**config.mk**
```make
export PLATFORM = sky130hd
export DESIGN_NAME = cmt_timer
export DESIGN_NICKNAME = d
export VERILOG_FILES = /design/src/rtl/cmt_pkg.sv /design/src/rtl/cmt_regs.sv /design/src/rtl/cmt_event.sv /design/src/rtl/cmt_core.sv /design/src/rtl/cmt_timer.sv
export SDC_FILE = /design/constraint.sdc
export NUM_CORES = 1
export LEC_CHECK = 0
export BUFFER_PORTS_ARGS = -buffer_cell sky130_fd_sc_hd__buf_2
export CAP_MARGIN = 20
export CORE_MARGIN = 2
export CORE_UTILIZATION = 40
export DETAILED_ROUTE_END_ITERATION = 10
export GPL_TIMING_DRIVEN = 0
export PLACE_DENSITY = 0.66
export SLEW_MARGIN = 20
export SYNTH_ARGS = -nofsm -noshare
export SYNTH_HDL_FRONTEND = slang
export SYNTH_SLANG_ARGS = --single-unit
```
**constraint.sdc**
```tcl
create_clock -name clk -period 2 [get_ports clk]
set_clock_uncertainty 0.1 [all_clocks]
set_input_delay 0.4 -clock clk [delete_from_list [all_inputs] [get_ports clk]]
set_output_delay 0.4 -clock clk [all_outputs]
set_load 0.05 [all_outputs]
```
**src/rtl/cmt_pkg.sv**
```systemverilog
package cmt_pkg;

    typedef enum logic [1:0] {
        ST_OFF   = 2'd0,
        ST_ARMED = 2'd1,
        ST_FIRED = 2'd2
    } core_state_t;

    // word index = byte address bits [3:2]
    localparam logic [1:0] IDX_CTRL = 2'd0;
    localparam logic [1:0] IDX_PSC  = 2'd1;
    localparam logic [1:0] IDX_CMP  = 2'd2;
    localparam logic [1:0] IDX_CNT  = 2'd3;

    // control/status bit positions
    localparam int B_EN   = 0;
    localparam int B_MODE = 1;
    localparam int B_FRUN = 2;
    localparam int B_POL  = 3;
    localparam int B_SEL  = 4;
    localparam int B_IE   = 6;
    localparam int B_FLAG = 7;

    typedef struct packed {
        logic [1:0] sel;
        logic       pol;
        logic       frun;
        logic       mode;
    } cfg_t;

endpackage

```
**src/rtl/cmt_regs.sv**
```systemverilog
module cmt_regs
    import cmt_pkg::*;
#(
    parameter int DATA_W = 32,
    parameter int ADDR_W = 4,
    parameter int CNT_W  = 16,
    parameter int PSC_W  = 7
) (
    input  logic              clk,
    input  logic              rst_n,
    input  logic              bus_sel,
    input  logic              bus_wr,
    input  logic [ADDR_W-1:0] bus_addr,
    input  logic [DATA_W-1:0] bus_wdata,
    output logic [DATA_W-1:0] bus_rdata,
    input  logic [CNT_W-1:0]  cnt,
    input  logic              flag,
    output logic              en,
    output logic              ie,
    output cfg_t              cfg,
    output logic [CNT_W-1:0]  cmp,
    output logic [PSC_W-1:0]  psc,
    output logic              flag_clr
);

    localparam int CTRL_W = B_FLAG + 1;

    logic [1:0] idx;
    logic       wr_ctrl, wr_psc, wr_cmp;
    logic       cfg_open;
    logic       unused_bits;

    assign idx      = bus_addr[3:2];
    assign wr_ctrl  = bus_sel && bus_wr && (idx == IDX_CTRL);
    assign wr_psc   = bus_sel && bus_wr && (idx == IDX_PSC);
    assign wr_cmp   = bus_sel && bus_wr && (idx == IDX_CMP);
    assign cfg_open = !en && !bus_wdata[B_EN];
    assign flag_clr = wr_ctrl && bus_wdata[B_FLAG];
    assign unused_bits = ^{bus_addr[1:0], bus_wdata[DATA_W-1:CNT_W]};

    always_ff @(posedge clk or negedge rst_n) begin
        if (!rst_n) begin
            en  <= 1'b0;
            ie  <= 1'b0;
            cfg <= '0;
            cmp <= '0;
            psc <= '0;
        end else begin
            if (wr_ctrl) begin
                en <= bus_wdata[B_EN];
                ie <= bus_wdata[B_IE];
                if (cfg_open) begin
                    cfg.mode <= bus_wdata[B_MODE];
                    cfg.frun <= bus_wdata[B_FRUN];
                    cfg.pol  <= bus_wdata[B_POL];
                    cfg.sel  <= bus_wdata[B_SEL +: 2];
                end
            end
            if (wr_psc && !en) begin
                psc <= bus_wdata[PSC_W-1:0];
            end
            if (wr_cmp) begin
                cmp <= bus_wdata[CNT_W-1:0];
            end
        end
    end

    always_comb begin
        bus_rdata = '0;
        unique case (idx)
            IDX_CTRL: bus_rdata[CTRL_W-1:0] = {flag, ie, cfg.sel, cfg.pol,
                                               cfg.frun, cfg.mode, en};
            IDX_PSC:  bus_rdata[PSC_W-1:0]  = psc;
            IDX_CMP:  bus_rdata[CNT_W-1:0]  = cmp;
            IDX_CNT:  bus_rdata[CNT_W-1:0]  = cnt;
            default:  bus_rdata = '0;
        endcase
    end

    // configuration frozen while running
    p_cfg_locked_r11: assert property (@(posedge clk) disable iff (!rst_n)
        en |=> $stable(cfg));
    p_psc_locked_r11: assert property (@(posedge clk) disable iff (!rst_n)
        en |=> $stable(psc));

endmodule

```
**src/rtl/cmt_event.sv**
```systemverilog
module cmt_event #(
    parameter int N_IN  = 4,
    parameter int SEL_W = $clog2(N_IN)
) (
    input  logic             clk,
    input  logic             rst_n,
    input  logic             tick,
    input  logic [N_IN-1:0]  pin,
    input  logic             mode,
    input  logic             pol,
    input  logic [SEL_W-1:0] sel,
    output logic             evt
);

    logic [N_IN-1:0] pin_q;
    logic [N_IN-1:0] rise, fall;

    // previous-cycle copy, tracked even in reset so no edge is invented
    always_ff @(posedge clk) begin
        pin_q <= pin;
    end

    genvar g;
    generate
        for (g = 0; g < N_IN; g++) begin : g_lane
            assign rise[g] = pin[g] && !pin_q[g];
            assign fall[g] = !pin[g] && pin_q[g];
        end
    endgenerate

    always_comb begin
        if (mode) evt = pol ? fall[sel] : rise[sel];
        else      evt = tick;
    end

    // rising-edge sense reacts only to a 0-to-1 change of the chosen input
    p_rise_only_r9: assert property (@(posedge clk) disable iff (!rst_n)
        (mode && !pol && evt) |-> (pin[sel] && !$past(pin[sel])));
    p_fall_only_r9: assert property (@(posedge clk) disable iff (!rst_n)
        (mode && pol && evt) |-> (!pin[sel] && $past(pin[sel])));

endmodule

```
**src/rtl/cmt_core.sv**
```systemverilog
module cmt_core
    import cmt_pkg::*;
#(
    parameter int CNT_W = 16
) (
    input  logic             clk,
    input  logic             rst_n,
    input  logic             en,
    input  logic             frun,
    input  logic             evt,
    input  logic [CNT_W-1:0] cmp,
    input  logic             flag_clr,
    output logic [CNT_W-1:0] cnt,
    output logic             flag,
    output logic             trig
);

    core_state_t st_q, st_nxt;
    logic        adv, hit;

    assign adv = en && evt;
    assign hit = adv && (cnt == cmp);

    // state register
    always_ff @(posedge clk or negedge rst_n) begin
        if (!rst_n) st_q <= ST_OFF;
        else        st_q <= st_nxt;
    end

    always_comb begin
        st_nxt = st_q;
        unique case (st_q)
            ST_OFF: begin
                if (en) st_nxt = hit ? ST_FIRED : ST_ARMED;
            end
            ST_ARMED: begin
                if (!en)     st_nxt = ST_OFF;
                else if (hit) st_nxt = ST_FIRED;
            end
            ST_FIRED: begin
                if (!en)                              st_nxt = ST_OFF;
                else if (adv && !hit && (cmp != '0))  st_nxt = ST_ARMED;
            end
            default: st_nxt = ST_OFF;
        endcase
    end

    // outputs: counter and sticky flag
    always_ff @(posedge clk or negedge rst_n) begin
        if (!rst_n) begin
            cnt  <= '0;
            flag <= 1'b0;
        end else if (!en) begin
            cnt  <= '0;
            flag <= 1'b0;
        end else begin
            if (adv) begin
                if (hit && !frun) cnt <= '0;
                else              cnt <= cnt + 1'b1;
            end
            if (hit)           flag <= 1'b1;
            else if (flag_clr) flag <= 1'b0;
        end
    end

    always_comb begin
        trig = (st_q == ST_FIRED);
    end

    p_disabled_r3: assert property (@(posedge clk) disable iff (!rst_n)
        !en |=> (cnt == '0 && !flag && !trig));
    p_flag_on_match_r4: assert property (@(posedge clk) disable iff (!rst_n)
        $rose(flag) |-> $past(en && evt && (cnt == cmp)));
    p_reload_r4: assert property (@(posedge clk) disable iff (!rst_n)
        (en && evt && !frun && (cnt == cmp)) |=> (cnt == '0));
    p_w1c_r6: assert property (@(posedge clk) disable iff (!rst_n)
        (flag && flag_clr && en && !(evt && (cnt == cmp))) |=> !flag);
    p_zero_hold_r8: assert property (@(posedge clk) disable iff (!rst_n)
        (trig && en && (cmp == '0)) |=> trig);

endmodule

```
**src/rtl/cmt_timer.sv**
```systemverilog
module cmt_timer
    import cmt_pkg::*;
#(
    parameter int DATA_W = 32,
    parameter int ADDR_W = 4,
    parameter int CNT_W  = 16,
    parameter int PSC_W  = 7,
    parameter int N_IN   = 4
) (
    input  logic              clk,
    input  logic              rst_n,
    input  logic              bus_sel,
    input  logic              bus_wr,
    input  logic [ADDR_W-1:0] bus_addr,
    input  logic [DATA_W-1:0] bus_wdata,
    output logic [DATA_W-1:0] bus_rdata,
    input  logic              tick_i,
    input  logic [N_IN-1:0]   pulse_i,
    output logic [PSC_W-1:0]  psc_cfg_o,
    output logic              irq_o,
    output logic              trig_o
);

    logic             en, ie, flag, flag_clr, evt;
    cfg_t             cfg;
    logic [CNT_W-1:0] cmp, cnt;

    cmt_regs #(
        .DATA_W(DATA_W), .ADDR_W(ADDR_W), .CNT_W(CNT_W), .PSC_W(PSC_W)
    ) u_regs (
        .clk(clk), .rst_n(rst_n),
        .bus_sel(bus_sel), .bus_wr(bus_wr), .bus_addr(bus_addr),
        .bus_wdata(bus_wdata), .bus_rdata(bus_rdata),
        .cnt(cnt), .flag(flag),
        .en(en), .ie(ie), .cfg(cfg), .cmp(cmp), .psc(psc_cfg_o),
        .flag_clr(flag_clr)
    );

    cmt_event #(.N_IN(N_IN)) u_event (
        .clk(clk), .rst_n(rst_n), .tick(tick_i), .pin(pulse_i),
        .mode(cfg.mode), .pol(cfg.pol), .sel(cfg.sel), .evt(evt)
    );

    cmt_core #(.CNT_W(CNT_W)) u_core (
        .clk(clk), .rst_n(rst_n), .en(en), .frun(cfg.frun), .evt(evt),
        .cmp(cmp), .flag_clr(flag_clr), .cnt(cnt), .flag(flag),
        .trig(trig_o)
    );

    assign irq_o = ie && flag;

    // no interrupt without a pending flag
    p_irq_needs_flag_r7: assert property (@(posedge clk) disable iff (!rst_n)
        irq_o |-> (bus_rdata !== 'x) && flag);

endmodule

```
Word level (Yosys, flattened, before mapping) --
Index checks and enable logic that the tools add are counted. W data, S select, Z words.
Word-level totals: bits in registers 53, input bits 45, output and inout bits 41
Cells by class: add/subtract/negate cells 1, magnitude comparators 1, equal/unequal tests 11, mux-type cells 22, reduce and logical (&&, ||, !) cells 38
Operators with widths (number):
- $mux W16 | 3
- $pmux W7 S4 | 1
- $logic_and A1 B1 Y1 | 21
- $add A16 B1 Y16 const B | 1
- $eq A16 B16 Y1 | 1
- $pmux W8 S2 | 1
- $reduce_bool A16 Y1 | 1
- $logic_not A1 Y1 | 12
- $mux W2 | 6
- $ne A3 B2 Y1 const B | 3
- $mux W1 | 7
- $eq A2 B2 Y1 const B | 3
- $pmux W2 S3 | 1
- $bmux W1 S2 | 2
- $eq A2 B1 Y1 const B | 2
- $logic_not A2 Y1 | 2
- $lt A2 B3 Y1 const B | 1
- $pmux W1 S3 | 1
- $reduce_and A3 Y1 | 1
- $ne A2 B1 Y1 const B | 1
- $ne A2 B2 Y1 const B | 1
- $reduce_and A2 Y1 | 1

Logic depth before layout (Yosys ltp) --
depth after elaboration 14, gate-level depth with buffers 8

Modules after synthesis --
Synthesis repeated with hierarchy kept, for this count alone.
Unflattened totals: cells, all modules 264, area total of the unflattened synthesis 3153.0 sq um
By module, submodules not included:
- cmt_regs | times used 1, cells an instance 115, area each 1736.7 sq um
- cmt_core | times used 1, cells an instance 129, area each 1207.4 sq um
- cmt_event | times used 1, cells an instance 19, area each 202.7 sq um
- cmt_timer | times used 1, cells an instance 1, area each 6.3 sq um

Worst setup path after synthesis --
Ideal clock, no wire load.
kind input-to-output, start input port bus_addr[2], end output port bus_rdata[13], arrival 1.843 ns, data required time 1.500 ns, slack -0.343 ns, stages 4, path through buf_2 buf_1 mux2i_1 nor2b_1
Between the ends: longest elaborated chain between the ends 2, elaborated cells between the ends (all ways) 3, those cells by class eq/ne: 2; mux: 1
RTL lines:
- from (decl) | line cmt_timer.sv:14 | input logic [ADDR_W-1:0] bus_addr,
- $eq A2 B2 Y1 | line cmt_regs.sv:70 | unique case (idx)
- $pmux W8 S2 * | line cmt_regs.sv:70
- to (decl) | line cmt_timer.sv:16 | output logic [DATA_W-1:0] bus_rdata,
Every way passes the cells marked *; elsewhere a longest branch is shown, timed or not.

Worst setup path in the final report --
start register, netlist name u_regs.cfg[3], end register u_core.cnt[5]
Between the ends: longest elaborated chain between the ends 10, elaborated cells between the ends (all ways) 13, those cells by class eq/ne: 1; mux: 9; reduce/logical: 3
RTL lines:
- $bmux W1 S2 | line cmt_event.sv:32 | if (mode) evt = pol ? fall[sel] : rise[sel];
- $mux W1 (not written as such) | line cmt_event.sv:32
- $mux W1 * (2 in a row) | line cmt_event.sv:32
- $logic_and A1 B1 Y1 * | line cmt_core.sv:21 | assign adv = en && evt;
- $logic_and A1 B1 Y1 | line cmt_core.sv:22 | assign hit = adv && (cnt == cmp);
- $logic_and A1 B1 Y1 | line cmt_core.sv:58 | if (hit && !frun) cnt <= '0;
- $mux W16 | line cmt_core.sv:58
- $mux W16 | line cmt_core.sv:57 | if (adv) begin
- $mux W16 | line cmt_core.sv:53 | end else if (!en) begin
- to (signal assigned) | line cmt_core.sv:59 | else cnt <= cnt + 1'b1;
- to (decl) | line cmt_core.sv:13 | output logic [CNT_W-1:0] cnt,
Every way passes the cells marked *; elsewhere a longest branch is shown, timed or not. The select of a mux whose other input is x is not followed. A chain may end at the register's enable or synchronous reset.

==> flow_summary.json <==
{
  "yosysSeqAreaShare_pct": 41.4,
  "h-tree-depth": 2,
  "grt_pass1_wl_um": 13100,
  "slowest_stage": "dfrtp_1",
  "failed_checks": "negative setup slack",
  "clock_sinks": 53,
  "synth_top_cell_area_share_pct": 38.8,
  "yosys.area_share.simple_pct": 15.4,
  "timing.final.crit_share_pct": 109,
  "cts_max_path_buffers": 2,
  "vias_per_cell": 5.49,
  "io_buffers": 50,
  "cp_max_fo": 5,
  "antenna_cells": 0,
  "synthTopCellsByArea": "dfrtp_1 (39%), mux2_2 (11%), xor2_1 (4.4%)",
  "hold_viol": 0,
  "power.density_nw_per_um2": 874,
  "synth-xor-area-share_pct": 4.44,
  "holdWs_ns": 0.110,
  "die_area_um2": 8620,
  "grt_max_degree": 28,
  "cts-root-buf": "clkbuf_8",
  "slowest_delay_ns": 0.40,
  "synth_top_area_cell": "dfrtp_1",
  "setup_viol": 23,
  "drive_above_1_share_pct": 50.7,
  "dr.pass1.iters": 4,
  "wl_per_cell_um": 16.8,
  "synth_top_family_by_area": "multiplexers",
  "crit_arrival_ns": 2.29,
  "overflow": 0,
  "core_area_um2": 7690,
  "clk_latency_ns": 0.31,
  "multiInputGateArea_um2": 1850,
  "dieWidth_um": 92.8,
  "yosysWarningCount": 0,
  "hold_path_class": "in2reg",
  "status": "finished, violations left",
  "rsz0062_at_grt": "true",
  "grt.total_usage_pct": 19.1,
  "drtAntennaViolNets": 0,
  "layout_min_cycle_time_ns": 2.18,
  "synthArstFlopShare_pct": 92.5,
  "fin_area_um2": 4160,
  "wirelength_um": 8150,
  "final_common_cell": "buf_2",
  "worstSetupStartpointType": "flop",
  "irDropWorstVdd_mv": 0.568,
  "grt_pass1_vias": 2612,
  "synth-edff-count": 0,
  "cts_made_buffers": 5,
  "ys_seq_elements": 53,
  "final_cell_mix": "buf_2 (44), buf_4 (41), dfrtp_1 (37)",
  "synthAdderAreaFrac_pct": 0.396,
  "place_area_um2": 3640,
  "cts_tree": "built",
  "antenna_found_initial": 0,
  "syn_area_per_cell_um2": 11.1,
  "finalNetCount": 428,
  "drcViolationCount": 0,
  "layout_setup_ws_ns": -0.183,
  "max_clock_freq_mhz": 458,
  "synth.distinct_cells": 59,
  "synthMuxAreaShare_pct": 18.7,
  "worst_pin_slew_ns": 0.689,
  "leakagePower_nw": 1.91,
  "endpoint_kind": "flop",
  "ys.flop_type": "dfrtp_1",
  "path_clk_slew_ns": 0.10,
  "final.fill_count": 694,
  "synth_compound_area_share_pct": 12.6,
  "cp_cell_sequence": "buf_6 > or3b_1 > a21o_1 > a311oi_4 > buf_6 > buf_4 > o32ai_1 > a31o_2",
  "vias": 2663,
  "initial_core_util_pct": 41.1,
  "die_y_um": 92.8,
  "ios": 86,
  "critical_path.most_common_cell": "buf_6",
  "syn2layout_area_growth_pct": 31.6,
  "mappedNetlistArea_um2": 3160,
  "dp.final_hpwl_um": 5660,
  "max-cap-violations": 0,
  "slew_viol_final": 0,
  "drt_first_iter_violations": 243,
  "gp_routability_congestion": 0.810,
  "num_rows": 32,
  "path_class": "reg2reg",
  "slew_headroom_pct": 54.0,
  "synthCells": 284,
  "worst-endpoint-required_ns": 2.11,
  "regArea_um2": 1320
}
cell families after synthesis:
kind of cell,after synthesis
adders and majority gates,1
other,1
AOI/OAI and AO/OA,45
buffers and inverters,37
and+or+nand+nor,85
xor gates and xnor gates,16
DFF,53
muxes,46
state kept, by name (all words and copies together), names as in the netlist:
name and cells:
u_regs.en 1, u_regs.cmp 16, u_event.pin_q 4, u_core.flag 1, u_regs.psc 7, u_core.st_q 2
u_regs.cfg 5, u_regs.ie 1, u_core.cnt 16
critical path, delay by kind of cell, from the launching register on:
family,cells,cell delay [ns]
buf+inv,3,0.43
compound gates,4,0.78
flops,1,0.40
simple gates,1,0.37
power breakdown:
part           internal [mW]  switching (mW)  leakage [nW]
registers               1.25           0.210         0.642
clock network          0.243           0.359        0.0439
logic                  0.658           0.917          1.22
routing by layer:
metal | share of wire, % | global-route usage, % | vias up
met5 | 0 | 0 | -
met4 | 1.3 | 4.90 | 0
met3 | 5.9 | 1.87 | 10
met2 | 51 | 33.2 | 102
met1 | 41 | 25.6 | 1317
li1 | - | - | 1234
synthesized netlist by cell type (7+ instances only):
| library cell | number |
|---|---|
| dfrtp_1 | 49 |
| mux2_2 | 31 |
| buf_4 | 17 |
| xor2_1 | 16 |
| nand2_1 | 15 |
| nor2_1 | 12 |
| inv_1 | 9 |
| nor2b_1 | 9 |
| nor4_1 | 9 |
| mux2i_1 | 8 |
| nand3_1 | 7 |
final cells by class:
class,instances,area share (%)
inverter,9,0.813
timing repair buffer,78,12.9
tap,102,3.07
buffer,26,4.85
sequential,53,31.8
clock inverter,3,0.422
multi-input combinational,209,44.5
clock buffer,5,1.66
what timing repair did:
action,in CTS,in global routing
setup endpoints to repair,31,25
buffers inserted,17,7
hold buffers,1,0
pin swaps,10,7
cloned,1,1
hold endpoints to repair,22,0
gates resized for setup,34,34
path summary, 6_finish.rpt:
check	slack, ns	startpoint	endpoint	cells after the start
worst max-delay path	-0.18	u_regs.cfg[3]	u_core.cnt[5]	8
worst min-delay path	0.11	pulse_i[0]	u_event.pin_q[0]	1
worst max register to register	-0.18	u_regs.cfg[3]	u_core.cnt[5]	8
worst min register to register	0.43	u_core.st_q[1]	u_core.st_q[0]	1
max in group asynchronous	0.76	rst_n	u_core.cnt[8]	3
min in group asynchronous	0.50	rst_n	u_regs.psc[4]	2
stage by stage:
| step | TNS, ns | setup WS [ns] | std cells | utilization (%) | power [mW] |
|---|---|---|---|---|---|
| floorplan | -0.0669 | -0.0319 | 299 | - | 2.44 |
| global placement | -9.96 | -0.415 | 451 | 47.2 | 2.74 |
| detailed placement | -10.56 | -0.416 | 452 | 47.4 | 2.77 |
| CTS | -2.29 | -0.156 | 477 | 51.7 | 3.54 |
| global route | -4.29 | -0.260 | 485 | 54.1 | 3.81 |
| finish | -2.66 | -0.183 | 485 | 54.1 | 3.63 |
(Power assumes the default switching activity.)
